File: config.mk
export PLATFORM = sky130hd
export DESIGN_NAME = stag_scan_clk_gen
export DESIGN_NICKNAME = d
export VERILOG_FILES = /design/src/rtl/stag_scan_pkg.sv /design/src/rtl/stag_phase_gen.sv /design/src/rtl/stag_scan_group.sv /design/src/rtl/stag_out_mux.sv /design/src/rtl/stag_scan_clk_gen.sv
export SDC_FILE = /design/constraint.sdc
export NUM_CORES = 1
export LEC_CHECK = 0
export ABC_CLOCK_PERIOD_IN_PS = 1400
export BUFFER_PORTS_ARGS = -buffer_cell sky130_fd_sc_hd__buf_2
export CORE_ASPECT_RATIO = 0.8
export CORE_UTILIZATION = 44
export DETAILED_ROUTE_END_ITERATION = 7
export GPL_TIMING_DRIVEN = 0
export PLACE_DENSITY = 0.84
export SYNTH_ARGS = -nofsm -noshare
export SYNTH_HDL_FRONTEND = slang
export SYNTH_SLANG_ARGS = --single-unit
File: constraint.sdc
create_clock -name clk_i -period 1.4 [get_ports clk_i]
set_clock_uncertainty 0.05 [all_clocks]
set_input_delay 0.28 -clock clk_i [delete_from_list [all_inputs] [get_ports clk_i]]
set_output_delay 0.28 -clock clk_i [all_outputs]
set_load 0.01 [all_outputs]
File: src/rtl/stag_scan_pkg.sv
package stag_scan_pkg;
  typedef enum logic {
    PH_A = 1'b0,
    PH_B = 1'b1
  } phase_e;
endpackage

File: src/rtl/stag_phase_gen.sv
module stag_phase_gen
  import stag_scan_pkg::*;
(
  input  logic clk_i,
  input  logic rst_ni,
  input  logic shift_i,
  output logic en_a_o,
  output logic en_b_o,
  output logic sel_o
);
  phase_e ph_q;

  // held at A outside shift, so every shift burst starts with group A
  always_ff @(posedge clk_i or negedge rst_ni) begin
    if (!rst_ni)       ph_q <= PH_A;
    else if (!shift_i) ph_q <= PH_A;
    else               ph_q <= (ph_q == PH_A) ? PH_B : PH_A;
  end

  always_comb begin
    en_a_o = !shift_i || (ph_q == PH_A);
    en_b_o = !shift_i || (ph_q == PH_B);
    sel_o  = shift_i && (ph_q == PH_B);
  end
endmodule

File: src/rtl/stag_scan_group.sv
module stag_scan_group #(
  parameter int unsigned LEN = 8
) (
  input  logic           clk_i,
  input  logic           rst_ni,
  input  logic           en_i,
  input  logic           shift_i,
  input  logic           si_i,
  input  logic [LEN-1:0] cap_i,
  output logic [LEN-1:0] q_o,
  output logic           tail_o
);
  logic [LEN-1:0] src;

  for (genvar k = 0; k < LEN; k++) begin : g_cell
    if (k == 0) begin : g_head
      assign src[k] = shift_i ? si_i : cap_i[k];
    end else begin : g_body
      assign src[k] = shift_i ? q_o[k-1] : cap_i[k];
    end

    always_ff @(posedge clk_i or negedge rst_ni) begin
      if (!rst_ni)   q_o[k] <= 1'b0;
      else if (en_i) q_o[k] <= src[k];
    end
  end

  assign tail_o = q_o[LEN-1];
endmodule

File: src/rtl/stag_out_mux.sv
module stag_out_mux (
  input  logic sel_i,
  input  logic a_i,
  input  logic b_i,
  output logic so_o
);
  assign so_o = sel_i ? b_i : a_i;
endmodule

File: src/rtl/stag_scan_clk_gen.sv
module stag_scan_clk_gen #(
  parameter int unsigned GRP_LEN = 8
) (
  input  logic               clk_i,
  input  logic               rst_ni,
  input  logic               scan_en_i,
  input  logic               scan_in_i,
  input  logic [GRP_LEN-1:0] cap_a_i,
  input  logic [GRP_LEN-1:0] cap_b_i,
  output logic               en_a_o,
  output logic               en_b_o,
  output logic               out_sel_o,
  output logic               scan_out_o,
  output logic [GRP_LEN-1:0] q_a_o,
  output logic [GRP_LEN-1:0] q_b_o
);
  logic tail_a, tail_b;

  stag_phase_gen i_phase (
    .clk_i  (clk_i),
    .rst_ni (rst_ni),
    .shift_i(scan_en_i),
    .en_a_o (en_a_o),
    .en_b_o (en_b_o),
    .sel_o  (out_sel_o)
  );

  stag_scan_group #(.LEN(GRP_LEN)) i_grp_a (
    .clk_i  (clk_i),
    .rst_ni (rst_ni),
    .en_i   (en_a_o),
    .shift_i(scan_en_i),
    .si_i   (scan_in_i),
    .cap_i  (cap_a_i),
    .q_o    (q_a_o),
    .tail_o (tail_a)
  );

  stag_scan_group #(.LEN(GRP_LEN)) i_grp_b (
    .clk_i  (clk_i),
    .rst_ni (rst_ni),
    .en_i   (en_b_o),
    .shift_i(scan_en_i),
    .si_i   (scan_in_i),
    .cap_i  (cap_b_i),
    .q_o    (q_b_o),
    .tail_o (tail_b)
  );

  stag_out_mux i_mux (
    .sel_i(out_sel_o),
    .a_i  (tail_a),
    .b_i  (tail_b),
    .so_o (scan_out_o)
  );
endmodule

==> reports/metrics.cfg <==
[outcome]
status=finished with violations
violations=setup timing

[place]
gp_congestion=0.706
port_buffers=38
place_inst=138
hpwl_um=1220

[cts]
clk_pin_slew_ns=0.09
cts.sinks=17
clk_latency_ns=0.29
h-tree-depth=1
cts_tree=yes
cts_inserted_buffers=3
clockBufferDepth=2
root_buffer=clkbuf_4

[layout]
drive_gt1_share_pct=43.1
diodes=0
post-route-util_pct=66.1
fin_cells=145
area_growth_pct=36.1
nets=144

[sta]
worst_slew_pin_slew_ns=0.439
grt_setup_unrepaired=yes
holdWs_ns=0.181
max_slew_margin_pct=70.7
hold_viol=0
drv_slew=0
setup_violations=4
fin_crit_ns=1.54
fmax_mhz=649
fin_crit_sh_pct=110
setup_slack_ns=-0.141

[die]
core-area_sq_mm=0.00169
start_util_pct=48.6
ios=40
num_rows=13
die_w_um=50.3
die-area_sq_mm=0.00205
die_h_um=40.7

[logic_synthesis]
synth-main-ff-cell=dfrtp_1
ys_seq_area_share_pct=51.8
ys_types=13
synth_fp_nets=98
yosys-top-cells-area=dfrtp_1 52%, mux2i_1 19%, a21oi_1 9.7%
synth_most_common_cell=dfrtp_1
ys_warn_count=0
synth_top_area_share_pct=51.8
syn_avg_cell_area_sq_um=10.5
ys_top_cells_by_count=17 x dfrtp_1, 16 x a21oi_1, 16 x mux2i_1, 16 x nor2_1, 3 x buf_2
syn_inst=78
synthArstFlopShare_pct=100
ys_seq_elements=17
synthDominantAreaCellType=dfrtp_1
syn-cell-area_sq_um=822
synth_edf_count=0

[global_route]
overflow=0
grt_pass1_vias=553
grt_usage_pct=17.0
grt_pass1_wl_um=2420
grt_max_degree=18
antenna_found_initial=0

[power_and_ir_drop]
vdd_drop_max_mv=0.697
power.share.combinational_pct=25.6
pwr-share-clk_pct=22.8
swShare_pct=28.6
power_switching_uw=322
p_leak_nw=0.565
p_int_uw=804
powerDensity_mw_per_mm2=1010
seqPwrFrac_pct=51.6

[detailed_routing]
wl_met3_um=151
wl_per_cell_um=11.5
top_layer_used=met3
drt_iter0_markers=2
wirelength_um=1660
drc=0
wl_met2_um=746
drtAntennaViolNets=0
via_count=687
firstDrtPassIters=4
avgViaCountPerCell=4.74
m1WireLength_um=764

[setup_path]
critPathRequiredTime_ns=1.07
end_kind=output pin
worstPathCellList=nand2_4, mux2_4, buf_6
reg2reg_slack_ns=0.21
max_stage_delay_ns=0.42
crit_fanout=2
critical_path.startpoint_type=flip-flop
critical_path_class=reg2out
crit_slowest_cell=dfrtp_1
crit_arrival_ns=1.21

[worst_hold_path]
min_path_type=in2reg

[run]
max_cap_viol_count=0

-- path summary, 6_finish.rpt --
check / start / to / depth (start not counted)
worst max-delay path: i_phase.ph_q / scan_out_o / 3
worst min-delay path: cap_b_i[7] / i_grp_b.tail_o / 3
worst max register to register: i_phase.ph_q / i_grp_b.q_o[1] / 4
worst min register to register: i_grp_a.q_o[2] / i_grp_a.q_o[3] / 2
max in group asynchronous: rst_ni / i_grp_b.q_o[2] / 2
min in group asynchronous: rst_ni / i_phase.ph_q / 2
-- per-stage QoR --
| step | total power, mW | instance area, sq um | setup TNS [ns] | setup slack, ns |
|---|---|---|---|---|
| 2_1_floorplan | 0.749 | 822 | 0 | 0.107 |
| 3_3_place_gp | 0.856 | 1040 | 0 | 0.0307 |
| 6_report | 1.13 | 1120 | -0.351 | -0.141 |
| 3_5_place_dp | 0.862 | 1040 | 0 | 0.0137 |
| 4_1_cts | 1.14 | 1110 | -0.466 | -0.209 |
| 5_1_grt | 1.19 | 1120 | -0.537 | -0.179 |
-- per-layer routing --
metal | vias to the layer above | global-route usage, %
met3 | 0 | 6.67
met1 | 297 | 20.1
met4 | 0 | 4.17
met2 | 36 | 30.0
met5 | - | 0
li1 | 354 | -
-- registers in the layout (all words and copies together) (netlist names) --
| register | count |
|---|---|
| i_grp_a.q_o | 7 |
| i_phase.ph_q | 1 |
| i_grp_b.q_o | 7 |
| i_grp_a.tail_o | 1 |
| i_grp_b.tail_o | 1 |
-- cells by family (layout without fill, tap and decap cells) --
group	count (synthesis)	after routing	synth area share [%]
multiplexers	17	17	20.9
AND/OR/NAND/NOR	18	18	8.83
AO/OA/AOI/OAI	16	16	9.74
flip-flops	17	17	51.8
buffers and inverters	10	55	8.83
-- power groups by stage --
stage,Combinational [mW],Sequential [mW],Clock [mW]
after floorplan,0.143,0.605,0
after global placement,0.268,0.587,0
after detailed placement,0.273,0.589,0
after CTS,0.290,0.580,0.270
after global routing,0.315,0.588,0.292
final,0.288,0.581,0.257
-- repair_timing --
action                                  4_1_cts  5_1_grt
resized for setup                             4        3
hold buffers                                  1        0
endpoints found under the hold margin        17        0
endpoints found under the setup margin        3        4
pin swaps                                     0        1
cloned                                        0        0
setup buffers                                 2        1
-- cell usage in the layout (no fill, tap or decap) --
master / n
clkbuf_1: 2
nor2b_2: 1
buf_2: 39
buf_12: 1
mux2i_1: 16
a21oi_1: 16
nor2_1: 16
dlygate4sd3_1: 1
buf_6: 4
mux2_4: 1
nand2_4: 1
dfrtp_1: 17
inv_1: 2
clkbuf_4: 3
buf_4: 3
-- area by class of cell --
type                    count  area (sq um)
repair buffers             42           243
inverters                   2          7.51
fillers                   155           573
plain buffers               7          53.8
clock buffers               4          26.3
multi-input cells          51           335
well taps                  22          27.5
flip-flops and latches     17           425
-- worst max-delay path, delay by kind of cell, from the launching register on --
family                 cells  cell delay (ns)
muxes                      1             0.30
buffers and inverters      1             0.12
DFF                        1             0.42
and+or+nand+nor            1             0.08
(Power assumes the default switching activity.)
